===== src/rtl/i2c_mb_pkg.sv =====
package i2c_mb_pkg;
    localparam logic [2:0] OFS_STAT = 3'd0;
    localparam logic [2:0] OFS_IEN  = 3'd1;
    localparam logic [2:0] OFS_WDAT = 3'd2;
    localparam logic [2:0] OFS_CMD  = 3'd3;
    localparam logic [2:0] OFS_RDAT = 3'd4;
    localparam logic [2:0] OFS_RCMD = 3'd5;

    localparam int B_TX   = 14;
    localparam int C_WR   = 10;
    localparam int C_TWO  = 11;
    localparam int C_HOLD = 13;
    localparam logic [1:0] C_FMT = 2'b10;

    typedef enum logic [2:0] {
        S_IDLE, S_RSTART, S_START, S_ADDR, S_WDATA, S_RDATA, S_STOP, S_HOLD
    } eng_state_t;

    typedef enum logic [1:0] { FIN_TX, FIN_RX, FIN_ERR } fin_t;

    typedef struct packed {
        logic [6:0] addr;
        logic       wr;
        logic       two;
        logic       hold;
    } cmd_t;
endpackage


===== src/rtl/i2c_mb_tick.sv =====
module i2c_mb_tick #(
    parameter int STEP = 250
) (
    input  logic clk,
    input  logic rst_n,
    input  logic en,
    output logic tick
);
    localparam int CW = (STEP > 1) ? $clog2(STEP) : 1;
    localparam logic [CW-1:0] LAST = CW'(STEP - 1);

    logic [CW-1:0] cnt_q;

    assign tick = en && (cnt_q == LAST);

    always_ff @(posedge clk or negedge rst_n) begin
        if (!rst_n)            cnt_q <= '0;
        else if (!en || tick)  cnt_q <= '0;
        else                   cnt_q <= cnt_q + 1'b1;
    end
endmodule


===== src/rtl/i2c_mb_engine.sv =====
module i2c_mb_engine
    import i2c_mb_pkg::*;
(
    input  logic        clk,
    input  logic        rst_n,
    input  logic        tick,
    input  logic        go,
    input  cmd_t        cmd_in,
    input  logic [15:0] wdata,
    input  logic        sda_in,
    output logic        run,
    output logic        ev_tx,
    output logic        ev_rx,
    output logic        ev_err,
    output logic [15:0] rdata,
    output logic        scl_oe,
    output logic        sda_oe
);
    eng_state_t  state_q;
    logic [2:0]  ph_q;
    logic [3:0]  bit_q;
    logic        byte_q, nack_q;
    logic [7:0]  sh_q;
    logic [15:0] wd_q;
    cmd_t        cmd_q;
    fin_t        fin_q;
    logic        scl_d, sda_d;

    wire slot_end = tick && (ph_q == 3'd7);
    wire sample   = tick && (ph_q == 3'd6);
    wire ack_slot = (bit_q == 4'd8);

    assign run = !(state_q inside {S_IDLE, S_HOLD});

    // State register and datapath
    always_ff @(posedge clk or negedge rst_n) begin
        if (!rst_n) begin
            state_q <= S_IDLE;
            ph_q    <= '0;
            bit_q   <= '0;
            byte_q  <= 1'b0;
            nack_q  <= 1'b0;
            sh_q    <= '0;
            wd_q    <= '0;
            cmd_q   <= '0;
            fin_q   <= FIN_TX;
            rdata   <= '0;
            ev_tx   <= 1'b0;
            ev_rx   <= 1'b0;
            ev_err  <= 1'b0;
        end else begin
            ev_tx  <= 1'b0;
            ev_rx  <= 1'b0;
            ev_err <= 1'b0;
            if (tick) ph_q <= ph_q + 3'd1;
            unique case (state_q)
                S_IDLE, S_HOLD: if (go) begin
                    cmd_q   <= cmd_in;
                    wd_q    <= wdata;
                    ph_q    <= '0;
                    bit_q   <= '0;
                    byte_q  <= 1'b0;
                    state_q <= (state_q == S_IDLE) ? S_START : S_RSTART;
                end
                S_RSTART: if (slot_end) state_q <= S_START;
                S_START: if (slot_end) begin
                    state_q <= S_ADDR;
                    sh_q    <= {cmd_q.addr, ~cmd_q.wr};
                    bit_q   <= '0;
                end
                S_ADDR, S_WDATA: begin
                    if (sample && ack_slot) nack_q <= sda_in;
                    if (slot_end) begin
                        if (!ack_slot) begin
                            sh_q  <= {sh_q[6:0], 1'b0};
                            bit_q <= bit_q + 4'd1;
                        end else begin
                            bit_q <= '0;
                            if (nack_q) begin
                                fin_q   <= FIN_ERR;
                                state_q <= S_STOP;
                            end else if (state_q == S_ADDR) begin
                                byte_q  <= 1'b0;
                                sh_q    <= wd_q[7:0];
                                state_q <= cmd_q.wr ? S_WDATA : S_RDATA;
                            end else if (cmd_q.two && !byte_q) begin
                                byte_q <= 1'b1;
                                sh_q   <= wd_q[15:8];
                            end else if (cmd_q.hold) begin
                                ev_tx   <= 1'b1;
                                state_q <= S_HOLD;
                            end else begin
                                fin_q   <= FIN_TX;
                                state_q <= S_STOP;
                            end
                        end
                    end
                end
                S_RDATA: begin
                    if (sample && !ack_slot) sh_q <= {sh_q[6:0], sda_in};
                    if (slot_end) begin
                        if (!ack_slot) begin
                            bit_q <= bit_q + 4'd1;
                        end else begin
                            bit_q <= '0;
                            if (!byte_q) rdata <= {8'h00, sh_q};
                            else         rdata[15:8] <= sh_q;
                            if (cmd_q.two && !byte_q) begin
                                byte_q <= 1'b1;
                            end else if (cmd_q.hold) begin
                                ev_rx   <= 1'b1;
                                state_q <= S_HOLD;
                            end else begin
                                fin_q   <= FIN_RX;
                                state_q <= S_STOP;
                            end
                        end
                    end
                end
                S_STOP: if (slot_end) begin
                    if (bit_q == 4'd0) begin
                        bit_q <= 4'd1;
                    end else begin
                        state_q <= S_IDLE;
                        ev_tx   <= (fin_q == FIN_TX);
                        ev_rx   <= (fin_q == FIN_RX);
                        ev_err  <= (fin_q == FIN_ERR);
                    end
                end
            endcase
        end
    end

    // Bus drive: 1 means pull low; phase 0 of a bit slot keeps SDA as it was
    always_comb begin
        scl_d = 1'b0;
        sda_d = sda_oe;
        unique case (state_q)
            S_IDLE:   sda_d = 1'b0;
            S_HOLD:   begin scl_d = 1'b1; sda_d = 1'b0; end
            S_RSTART: begin scl_d = !ph_q[2]; sda_d = 1'b0; end
            S_START:  sda_d = ph_q[2];
            S_ADDR, S_WDATA: begin
                scl_d = !ph_q[2];
                if (ph_q != 3'd0) sda_d = ack_slot ? 1'b0 : ~sh_q[7];
            end
            S_RDATA: begin
                scl_d = !ph_q[2];
                if (ph_q != 3'd0) sda_d = ack_slot && cmd_q.two && !byte_q;
            end
            S_STOP: begin
                if (bit_q == 4'd0) begin
                    scl_d = !ph_q[2];
                    if (ph_q != 3'd0) sda_d = 1'b1;
                end else begin
                    sda_d = 1'b0;
                end
            end
        endcase
    end

    always_ff @(posedge clk or negedge rst_n) begin
        if (!rst_n) begin
            scl_oe <= 1'b0;
            sda_oe <= 1'b0;
        end else begin
            scl_oe <= scl_d;
            sda_oe <= sda_d;
        end
    end

    // the latched command cannot move while a transfer runs
    a_r2_cmd_frozen: assert property (@(posedge clk) disable iff (!rst_n)
        run |=> $stable(cmd_q));

    // an owned bus keeps the clock pulled low
    a_r7_hold_keeps_scl_low: assert property (@(posedge clk) disable iff (!rst_n)
        (state_q == S_HOLD && $past(state_q) == S_HOLD) |-> scl_oe);

    // data line moves only under a low clock outside START/STOP
    a_r13_sda_moves_scl_low: assert property (@(posedge clk) disable iff (!rst_n)
        (sda_oe != $past(sda_oe) && state_q != S_START && state_q != S_STOP)
            |-> (scl_oe && $past(scl_oe)));

    // an error is only reported once the bus is released
    a_r9_err_bus_free: assert property (@(posedge clk) disable iff (!rst_n)
        ev_err |-> (!scl_oe && !sda_oe));
endmodule


===== src/rtl/i2c_mb_master.sv =====
module i2c_mb_master
    import i2c_mb_pkg::*;
#(
    parameter int CLK_HZ = 100_000_000,
    parameter int SCL_HZ = 50_000
) (
    input  logic        clk,
    input  logic        rst_n,
    input  logic [2:0]  reg_addr,
    input  logic        reg_we,
    input  logic [15:0] reg_wdata,
    output logic [15:0] reg_rdata,
    output logic        irq,
    input  logic        sda_in,
    output logic        scl_oe,
    output logic        sda_oe
);
    localparam int STEP_RAW = CLK_HZ / (SCL_HZ * 8);
    localparam int STEP     = (STEP_RAW < 1) ? 1 : STEP_RAW;

    logic [2:0]  stat_q, ien_q;      // [0]=bit13 err, [1]=bit14 tx, [2]=bit15 rx
    logic [15:0] wdat_q, rcmd_q, rdata;
    logic        tick, run, go, ev_tx, ev_rx, ev_err;
    cmd_t        cmd_in;

    wire wr_stat = reg_we && (reg_addr == OFS_STAT);
    assign go = reg_we && (reg_addr == OFS_CMD) && (reg_wdata[15:14] == C_FMT) && !run;
    assign cmd_in = '{addr: reg_wdata[7:1], wr: reg_wdata[C_WR],
                      two: reg_wdata[C_TWO], hold: reg_wdata[C_HOLD]};

    always_ff @(posedge clk or negedge rst_n) begin
        if (!rst_n) begin
            stat_q <= '0;
            ien_q  <= '0;
            wdat_q <= '0;
            rcmd_q <= '0;
        end else begin
            stat_q <= (stat_q & ~(wr_stat ? reg_wdata[15:13] : 3'b000))
                    | {ev_rx, ev_tx, ev_err};
            if (reg_we && reg_addr == OFS_IEN)  ien_q  <= reg_wdata[15:13];
            if (reg_we && reg_addr == OFS_WDAT) wdat_q <= reg_wdata;
            if (go)                             rcmd_q <= reg_wdata;
        end
    end

    always_comb begin
        unique case (reg_addr)
            OFS_STAT: reg_rdata = {stat_q, 13'd0};
            OFS_IEN:  reg_rdata = {ien_q, 13'd0};
            OFS_WDAT: reg_rdata = wdat_q;
            OFS_RDAT: reg_rdata = rdata;
            OFS_RCMD: reg_rdata = rcmd_q;
            default:  reg_rdata = 16'd0;
        endcase
    end

    assign irq = |(stat_q & ien_q);

    i2c_mb_tick #(.STEP(STEP)) tick_i (
        .clk(clk), .rst_n(rst_n), .en(run), .tick(tick)
    );

    i2c_mb_engine eng_i (
        .clk(clk), .rst_n(rst_n), .tick(tick), .go(go), .cmd_in(cmd_in),
        .wdata(wdat_q), .sda_in(sda_in), .run(run), .ev_tx(ev_tx),
        .ev_rx(ev_rx), .ev_err(ev_err), .rdata(rdata),
        .scl_oe(scl_oe), .sda_oe(sda_oe)
    );

    // a set completion bit survives until the host writes 1 to it
    a_r10_status_sticky: assert property (@(posedge clk) disable iff (!rst_n)
        (stat_q[1] && !(wr_stat && reg_wdata[B_TX])) |=> stat_q[1]);
endmodule


===== config.mk =====
export PLATFORM = sky130hd
export DESIGN_NAME = i2c_mb_master
export DESIGN_NICKNAME = d
export VERILOG_FILES = /design/src/rtl/i2c_mb_pkg.sv /design/src/rtl/i2c_mb_tick.sv /design/src/rtl/i2c_mb_engine.sv /design/src/rtl/i2c_mb_master.sv
export SDC_FILE = /design/constraint.sdc
export NUM_CORES = 1
export LEC_CHECK = 0
export ABC_AREA = 1
export BUFFER_PORTS_ARGS = -buffer_cell sky130_fd_sc_hd__buf_4
export CAP_MARGIN = 10
export CELL_PAD_IN_SITES_DETAIL_PLACEMENT = 1
export CELL_PAD_IN_SITES_GLOBAL_PLACEMENT = 2
export CORE_UTILIZATION = 25
export CTS_CLUSTER_SIZE = 20
export DETAILED_ROUTE_END_ITERATION = 8
export HOLD_SLACK_MARGIN = 0.03
export PLACE_DENSITY = 0.67
export SLEW_MARGIN = 20
export SYNTH_ARGS = -nofsm -noshare
export SYNTH_HDL_FRONTEND = slang
export SYNTH_HIERARCHICAL = 1
export SYNTH_SLANG_ARGS = --single-unit
export TNS_END_PERCENT = 30

===== constraint.sdc =====
create_clock -name clk -period 2.2 [get_ports clk]
set_clock_uncertainty 0.05 [all_clocks]
set_input_delay 0.22 -clock clk [delete_from_list [all_inputs] [get_ports clk]]
set_output_delay 0.22 -clock clk [all_outputs]
set_load 0.005 [all_outputs]

==> results_dict.tcl, run 1 <==
set metrics [dict create \
    synth_most_common_cell "nand2_1" \
    fin_setup_tns_ns 0 \
    rr_endpoint "eng_i/state_q[1]" \
    via_per_inst 4.49 \
    max_stage_delay_ns 0.42 \
    post-route-period-util_pct 92.0 \
    drive_gt1_share_pct 17.3 \
    cts_tree "done" \
    ys_seq_area_share_pct 46.0 \
    path_clk_slew_ns 0.06 \
    drt_wl_total_um 19700 \
    grt_overflow 0 \
    max_slew.worst_pin.slew_ns 0.512 \
    crit_type "reg -> reg" \
    critPathMaxFanout 4 \
    synthArstFlopShare_pct 100 \
    io_buffer_count 41 \
    endpoint_kind "register" \
    rows 57 \
    r2r_start "eng_i/state_q[2]" \
    holdCritStartpoint "reg_we" \
    die_area_um2 25700 \
    cts_root_buf "clkbuf_16" \
    ff2ff_path_depth 13 \
    ys_ff_latch 115 \
    cts_buffers 17 \
    cts_sinks 115 \
    wl_met2_um 9170 \
    hp-class "in -> reg" \
    p_leak_nw 3.93 \
    rsz0062_at_grt "no" \
    clock.fmax_ghz 0.494 \
    ios 42 \
    hold_viol_final 0 \
    startpoint_type "register" \
    synth_flop_cell "dfrtp_1" \
    clk-insertion-delay-late_ns 0.42 \
    hpwl_um 14600 \
    post-route-util_pct 31.5 \
    avgSynthCellArea_um2 7.74 \
    max-vdd-ir-drop_uv 462 \
    h-tree-depth 4 \
    synth_edf_count 0 \
    antenna_left 0 \
    synthTopCellsByArea "dfrtp_1 46%, nand2_1 20%, nand3_1 6.6%" \
    ys_top_cells_by_count "336 x nand2_1, 115 x dfrtp_1, 83 x nand3_1" \
    place.gp.congestion 0.785 \
    syn_nets 839 \
    grt_pass1_wl_um 32700 \
    yosys.area.top_type "dfrtp_1" \
    power.density_nw_per_um2 676 \
    grtUsageTotal_pct 16.5 \
    syn2layout_area_growth_pct 23.2 \
    crit_path_top_delay_cell "dfrtp_1" \
    core_um2 24500 \
    start_util_pct 25.6 \
    met1_length_um 9810 \
    die_h_um 160 \
    yosysWarningCount 6 \
    syn_inst 808 \
    final_nets 914 \
    drtIter0Drc 263 \
    synth_cell_types 38 \
    path_cells "nor2_4 -> nand2_1 -> nand2_2 -> inv_2 -> nor3b_4 -> nand2_4 -> inv_1 -> inv_1 -> nand2_2 -> o21ai_2 -> nor2_4 -> nand2_1 -> o21ai_0" \
    crit_arrival_ns 2.30 \
    vias 5472 \
    rrSetupSlack_ns 0.18 \
    drtPass1Iterations 6 \
    crit_required_ns 2.47 \
    period_needed_ns 2.02 \
    first_global_vias 5730 \
    drv_cap 0 \
    status "complete, no violations" \
    syn-cell-area_um2 6250 \
    wire_per_inst_um 16.2 \
    drc 0 \
    finalSetupViolations 0 \
    slew_headroom_pct 65.8 \
    clockBufferDepth 2 \
    slew_violations 0 \
    hold_end "stat_q[1]" \
    insertedDiodeCount 0 \
    die_w_um 160 \
    dr_wl_met3_um 493 \
    highest_layer "met4" \
    antenna_found_initial 0 \
    yosysTopAreaCellShare_pct 46.0 \
    min_path_cells 4 \
    grt_max_degree 63 \
]
registers in the layout, summed over array words and instances, names as in the netlist, 4 cells and up:
register      cells
wdat_q           16
tick_i/cnt_q      8
eng_i/cmd_q      10
eng_i/bit_q       4
eng_i/sh_q        8
rcmd_q           16
eng_i/rdata      16
eng_i/wd_q       16
routing by layer:
layer	track usage, %	vias to the layer above
li1	-	2721
met5	0	-
met2	26.8	56
met1	22.4	2679
met4	5.45	0
met3	2.26	16
logic make-up (layout without fill, tap and decap cells):
logic type      Yosys count  in the layout  share of synthesized area, %
simple gates            521            521                          37.9
flops                   115            115                          46.0
buf+inv                  89            176                          7.66
compound gates           67             67                          5.62
fa+ha+maj                 8              8                          1.60
xor+xnor                  6              6                         0.840
mux                       2              2                         0.320
metrics by stage:
stage | total power [mW] | hold slack, ns | setup slack (ns) | area, µm² | cells
CTS | 5.30 | 0.0832 | 0.0610 | 7700 | 1219
finish | 5.21 | 0.0996 | 0.177 | 7710 | 1219
floorplan | 2.40 | -0.126 | 0.159 | 6250 | 808
detailed placement | 2.59 | 0.0927 | 0.0252 | 6960 | 1170
global placement | 2.58 | 0.0956 | 0.110 | 6960 | 1170
global route | 5.42 | 0.108 | 0.0208 | 7710 | 1219
power by group:
group / leakage, nW / internal, mW / switching, mW
Combinational: 2.17 / 0.127 / 0.184
Clock: 0.271 / 1.56 / 1.09
Sequential: 1.49 / 2.19 / 0.0595
worst max-delay path: cells and delay by family, from the launching register on:
kind	cells	cell delay (ns)
AOI/OAI and AO/OA	2	0.21
buffers and inverters	3	0.28
DFF	1	0.42
and+or+nand+nor	8	0.96
timing repair:
item / CTS / global route
hold buffers: 18 / 0
gates cloned: 0 / 0
setup buffers: 0 / 0
endpoints found under the hold margin: 64 / 0
gates resized for setup: 1 / 5
endpoints found under the setup margin: 1 / 29
layout make-up:
type / instances / area [µm²]
Clock inverter: 14 / 133
Clock buffer: 17 / 425
Timing Repair Buffer: 85 / 721
Fill cell: 2948 / 16800
Inverter: 60 / 235
Multi-Input combinational cell: 604 / 2910
Sequential cell: 115 / 2880
Tap cell: 324 / 405
placed cells by master, fill, tap and decap left out, types with 4 or more instances in the layout:
cell type,count
inv_2,9
nor2_4,10
clkinv_4,5
dlygate4sd3_1,18
buf_4,64
nand2_4,6
nor2_1,43
a21oi_1,4
o21ai_1,9
xor2_1,4
nand2_1,336
nand4_1,7
dfrtp_1,113
nand2_2,13
inv_1,47
ha_1,8
clkbuf_16,17
o21ai_0,48
nand3_1,83
nand3b_1,7
worst max-delay path by stage:
| stage | from | endpoint | slack [ns] | cells past startpoint |
|---|---|---|---|---|
| 6_report | eng_i/state_q[2] | eng_i/state_q[1] | 0.18 | 13 |
| 5_1_grt | tick_i/cnt_q[1] | eng_i/rdata[7] | 0.02 | 13 |
| 4_1_cts | eng_i/state_q[1] | eng_i/bit_q[3] | 0.06 | 12 |
| 3_5_place_dp | eng_i/state_q[1] | eng_i/bit_q[3] | 0.03 | 12 |
| 3_3_place_gp | eng_i/state_q[1] | eng_i/sh_q[2] | 0.11 | 13 |
| 2_1_floorplan | eng_i/state_q[2] | eng_i/bit_q[1] | 0.16 | 14 |
(Power assumes the default switching activity.)
==> inputs of run 2 (changes only) <==
PLACE_DENSITY = 0.65   (was 0.67)
clock period = 2.1 ns   (was 2.2 ns; I/O delays follow)
==> results_dict.tcl, run 2 (same netlist as run 1, synthesis figures left out) <==
set metrics [dict create \
    cts_root_buf "clkbuf_16" \
    grt_max_degree 42 \
    via_per_inst 4.54 \
    rr_endpoint "eng_i/state_q[2]" \
    final_common_cell "nand2_1" \
    hp-class "in -> reg" \
    finalSetupViolations 0 \
    slew_headroom_pct 62.0 \
    path_clk_slew_ns 0.06 \
    drive_gt1_share_pct 18.8 \
    r2r_start "eng_i/state_q[2]" \
    die_h_um 160 \
    cts_tree "done" \
    rows 57 \
    dp.cells 1180 \
    critPathMaxFanout 7 \
    clk-insertion-delay-late_ns 0.42 \
    period_needed_ns 1.99 \
    drt_wl_total_um 20300 \
    met1_usage_pct 23.3 \
    io_buffer_count 41 \
    max_slew.worst_pin.slew_ns 0.570 \
    netSwitchingPower_mw 1.42 \
    p_seq_share_pct 38.8 \
    ios 42 \
    startpoint_type "register" \
    rrSetupSlack_ns 0.11 \
    h-tree-depth 4 \
    cts_sinks 115 \
    drtPass1Iterations 4 \
    p_comb_share_pct 5.4 \
    insertedDiodeCount 0 \
    grt_pass1_wl_um 33500 \
    p_leak_nw 4.05 \
    place.gp.congestion 0.804 \
    drc 0 \
    hold_viol_final 0 \
    core_um2 24500 \
    start_util_pct 25.6 \
    cts_buffers 17 \
    holdCritStartpoint "reg_we" \
    vias 5591 \
    stdcell_count 1232 \
    met3_usage_pct 2.70 \
    die_area_um2 25700 \
    max-vdd-ir-drop_uv 544 \
    first_global_vias 5889 \
    slew_violations 0 \
    crit_arrival_ns 2.27 \
    hold_slack_ns 0.0860 \
    swShare_pct 23.3 \
    clockBufferDepth 2 \
    endpoint_kind "register" \
    internal_power_mw 4.67 \
    final_cell_mix "334 x nand2_1, 114 x dfrtp_1, 83 x nand3_1, 75 x buf_4" \
    grt_overflow 0 \
    antenna_left 0 \
    drv_cap 0 \
    syn2layout_area_growth_pct 27.5 \
    p_clk_share_pct 55.8 \
    drtIter0Drc 269 \
    wire_per_inst_um 16.5 \
    status "complete, no violations" \
    min_path_cells 4 \
    antenna_found_initial 0 \
    post-route-period-util_pct 94.8 \
    met2_usage_pct 27.7 \
    hpwl_um 15100 \
    die_w_um 160 \
    crit_required_ns 2.38 \
    hold_end "stat_q[1]" \
    grtUsageTotal_pct 17.1 \
    final_nets 927 \
    crit_type "reg -> reg" \
    power.density_nw_per_um2 764 \
    ff2ff_path_depth 13 \
    rsz0062_at_grt "yes" \
    clock.fmax_ghz 0.502 \
    busiest_layer "met2" \
]
## run 2: through the flow
stage | util [%] | cell area, µm² | setup slack, ns | total power [mW] | setup TNS, ns
finish | 32.6 | 7970 | 0.109 | 6.09 | 0
global placement | 28.8 | 7060 | 0.0365 | 2.71 | 0
CTS | 32.3 | 7900 | 0.0379 | 6.16 | 0
global route | 32.6 | 7970 | -0.00870 | 6.31 | -0.0412
detailed placement | 28.8 | 7060 | -0.00618 | 2.72 | -0.00884
floorplan | - | 6250 | 0.0594 | 2.51 | 0
## run 2: final cells by class
cell class | count | area (µm²)
multi-input combinational | 604 | 2930
sequential | 115 | 2880
timing repair buffer | 98 | 843
inverter | 60 | 238
tap | 324 | 405
fill | 2937 | 16500
clock buffer | 17 | 425
clock inverter | 14 | 249
## run 2: what timing repair did
item | in CTS | in global routing
cloned | 0 | 0
endpoints found under the setup margin | 7 | 32
resized for setup | 1 | 14
pin swaps | 0 | 15
hold buffers | 17 | 1
buffers inserted | 0 | 3
endpoints found under the hold margin | 78 | 1
## run 2: routing by layer
metal | routed length (µm) | share of wire, %
met4 | 270 | 1.3
met5 | 0 | 0
met1 | 10000 | 49
met2 | 9440 | 46
met3 | 567 | 2.8
## run 2: worst max-delay path: stages, from the launching register on
cell,delay (ns)
dfrtp_1,0.42
nor2_4,0.13
nand2_1,0.09
nand2_2,0.09
inv_2,0.06
inv_1,0.09
nor2_4,0.04
buf_4,0.13
nand2_4,0.10
buf_4,0.13
inv_1,0.07
o21ai_4,0.22
nor2_4,0.07
o21ai_1,0.20
## run 2: power groups by stage
stage / Clock [mW] / Combinational [mW] / Sequential (mW)
2_1_floorplan: 0 / 0.132 / 2.38
4_1_cts: 3.45 / 0.340 / 2.36
5_1_grt: 3.56 / 0.378 / 2.37
3_5_place_dp: 0 / 0.314 / 2.40
3_3_place_gp: 0 / 0.309 / 2.40
6_report: 3.40 / 0.329 / 2.36
## run 2: worst max path at each step
stage	start	slack, ns	cells after the start	endpoint
global placement	eng_i/state_q[2]	0.04	12	eng_i/state_q[2]
finish	eng_i/state_q[2]	0.11	13	eng_i/state_q[2]
global route	tick_i/cnt_q[1]	-0.009	16	eng_i/sh_q[3]
detailed placement	eng_i/state_q[1]	-0.006	12	eng_i/rdata[6]
floorplan	eng_i/state_q[2]	0.06	14	eng_i/bit_q[1]
CTS	eng_i/state_q[1]	0.04	12	eng_i/rdata[6]
==> inputs of run 3 (changes only) <==
SYNTH_HIERARCHICAL = unset   (was 1)
==> results_dict.tcl, run 3 <==
set metrics [dict create \
    post_dp_cell_area_um2 6450 \
    period_needed_ns 1.97 \
    final_area_um2 7280 \
    critPathMaxFanout 9 \
    start_util_pct 25.5 \
    path_cells "inv_1 -> ha_1 -> nand3_2 -> nor2_8 -> nand3_4 -> a21oi_4 -> nand3_4 -> nand2_1 -> nand2_1" \
    final_common_cell "nand2_1" \
    final_nets 822 \
    antenna_left 0 \
    max_slew.worst_pin.slew_ns 0.635 \
    slew_violations 0 \
    grtUsageTotal_pct 15.6 \
    crit_required_ns 2.36 \
    final_cell_mix "252 x nand2_1, 115 x dfrtp_1, 75 x inv_1, 64 x o21ai_0, 57 x buf_4" \
    h-tree-depth 4 \
    slew_headroom_pct 57.4 \
    crit_arrival_ns 2.23 \
    antenna_found_initial 0 \
    drtIter0Drc 210 \
    synth_cell_types 40 \
    grt_pass1_wl_um 28300 \
    endpoint_kind "register" \
    finalSetupViolations 0 \
    rows 55 \
    yosysWarningCount 0 \
    drv_cap 0 \
    status "complete, no violations" \
    power.density_nw_per_um2 1210 \
    synthTopCellsByArea "dfrtp_1 50%, nand2_1 16%, o21ai_0 5.6%" \
    wire_per_inst_um 15.9 \
    path_clk_slew_ns 0.06 \
    first_global_vias 5305 \
    crit_path_top_delay_cell "dfrtp_1" \
    p_leak_nw 3.72 \
    clk-insertion-delay-late_ns 0.43 \
    post_cts_buffers 0 \
    cts_tree "done" \
    via_per_inst 4.63 \
    syn-cell-area_um2 5750 \
    insertedDiodeCount 0 \
    ys_top_cells_by_count "252 x nand2_1, 115 x dfrtp_1, 75 x inv_1" \
    grt_overflow 0 \
    hp-class "in -> reg" \
    drc 0 \
    avgSynthCellArea_um2 8.01 \
    cts_buffers 17 \
    clockBufferDepth 2 \
    fill_cells 2662 \
    crit_type "reg -> reg" \
    die_w_um 154 \
    syn_inst 718 \
    dp.cells 1041 \
    hpwl_um 12600 \
    startpoint_type "register" \
    yosysTopAreaCellShare_pct 50.0 \
    synth_flop_cell "dfrtp_1" \
    synthArstFlopShare_pct 100 \
    stdcell_count 1089 \
    synth_most_common_cell "nand2_1" \
    drtPass1Iterations 4 \
    drt_wl_total_um 17300 \
    clock.fmax_ghz 0.508 \
    ys_ff_latch 115 \
    cts_root_buf "clkbuf_16" \
    core_um2 22600 \
    max-vdd-ir-drop_uv 535 \
    ys_seq_area_share_pct 50.0 \
    place.gp.congestion 0.787 \
    drive_gt1_share_pct 15.3 \
    fin_setup_tns_ns 0 \
    cts_sinks 115 \
    ios 42 \
    crit_family "simple AND/OR/NAND/NOR gates" \
    syn2layout_area_growth_pct 26.6 \
    critPathBufInv 1 \
    syn_nets 749 \
    die_area_um2 23600 \
    die_h_um 154 \
    rsz0062_at_grt "no" \
    hold_viol_final 0 \
    synth_edf_count 0 \
    io_buffer_count 41 \
    max_stage_delay_ns 0.38 \
    vias 5046 \
    grt_max_degree 45 \
    yosys.area.top_type "dfrtp_1" \
    post-route-period-util_pct 93.8 \
]
[run 3: power breakdown]
part | total (mW) | switching (mW) | leakage, nW | internal, mW
clock | 3.30 | 1.15 | 0.323 | 2.16
sequential | 3.14 | 0.395 | 1.48 | 2.74
combinational | 2.34 | 1.54 | 1.92 | 0.801
total | 8.78 | 3.08 | 3.72 | 5.70
[run 3: tightest hold or removal path, delay by kind of cell]
kind	cells	cell delay, ns
buf+inv	2	0.14
compound gates	1	0.15
[run 3: final timing paths]
path / start / endpoint / slack (ns) / cells after the start
min reg2reg: eng_i.ev_tx / stat_q[1] / 0.38 / 2
min in group asynchronous: rst_n / wdat_q[8] / 0.29 / 2
min: reg_wdata[14] / ien_q[1] / 0.07 / 3
max in group asynchronous: rst_n / eng_i.sh_q[7] / 1.02 / 3
max reg2reg: tick_i.cnt_q[1] / eng_i.sh_q[4] / 0.13 / 9
max: tick_i.cnt_q[1] / eng_i.sh_q[4] / 0.13 / 9
[run 3: cell families (layout without fill, tap and decap cells)]
kind of cell,Yosys count,in the layout,synth area share (%)
buf+inv,105,191,7.44
simple gates,371,371,28.7
flops,115,115,50.0
compound gates,116,116,11.6
xor+xnor,3,3,0.457
fa+ha+maj,8,8,1.74
[run 3: cell type report]
cell class                 instances  area (µm²)  share of cell area (%)
clock buffer                      18         439                    6.03
clock inverter                    14         226                    3.11
inverter                          85         319                    4.38
multi-input combinational        498        2450                    33.7
sequential                       115        2880                    39.5
tap                              285         357                    4.90
timing repair buffer              74         608                    8.35
[run 3: timing repair]
action | 4_1_cts | 5_1_grt
setup endpoints to repair | 0 | 2
gates resized for setup | 0 | 1
endpoints found under the hold margin | 77 | 0
hold buffers | 16 | 0
[run 3: stage by stage]
| stage | hold WS, ns | power (mW) | setup slack, ns | utilization, % |
|---|---|---|---|---|
| floorplan | -0.136 | 4.67 | 0.426 | - |
| global placement | 0.212 | 5.45 | 0.197 | 28.6 |
| detailed placement | 0.216 | 5.52 | 0.132 | 28.6 |
| CTS | 0.0511 | 8.91 | 0.127 | 32.2 |
| global route | 0.0605 | 9.37 | 0.00550 | 32.3 |
| finish | 0.0667 | 8.78 | 0.130 | 32.3 |
[run 3: layer usage]
layer  vias to the layer above  part of all wire [%]  global-route usage (%)
met1                      2502                    49                    20.8
li1                       2463                     -                       -
met2                        63                    47                    24.8
met4                         0                   1.5                    5.43
met3                        18                   2.6                    3.38
met5                         -                     0                       0
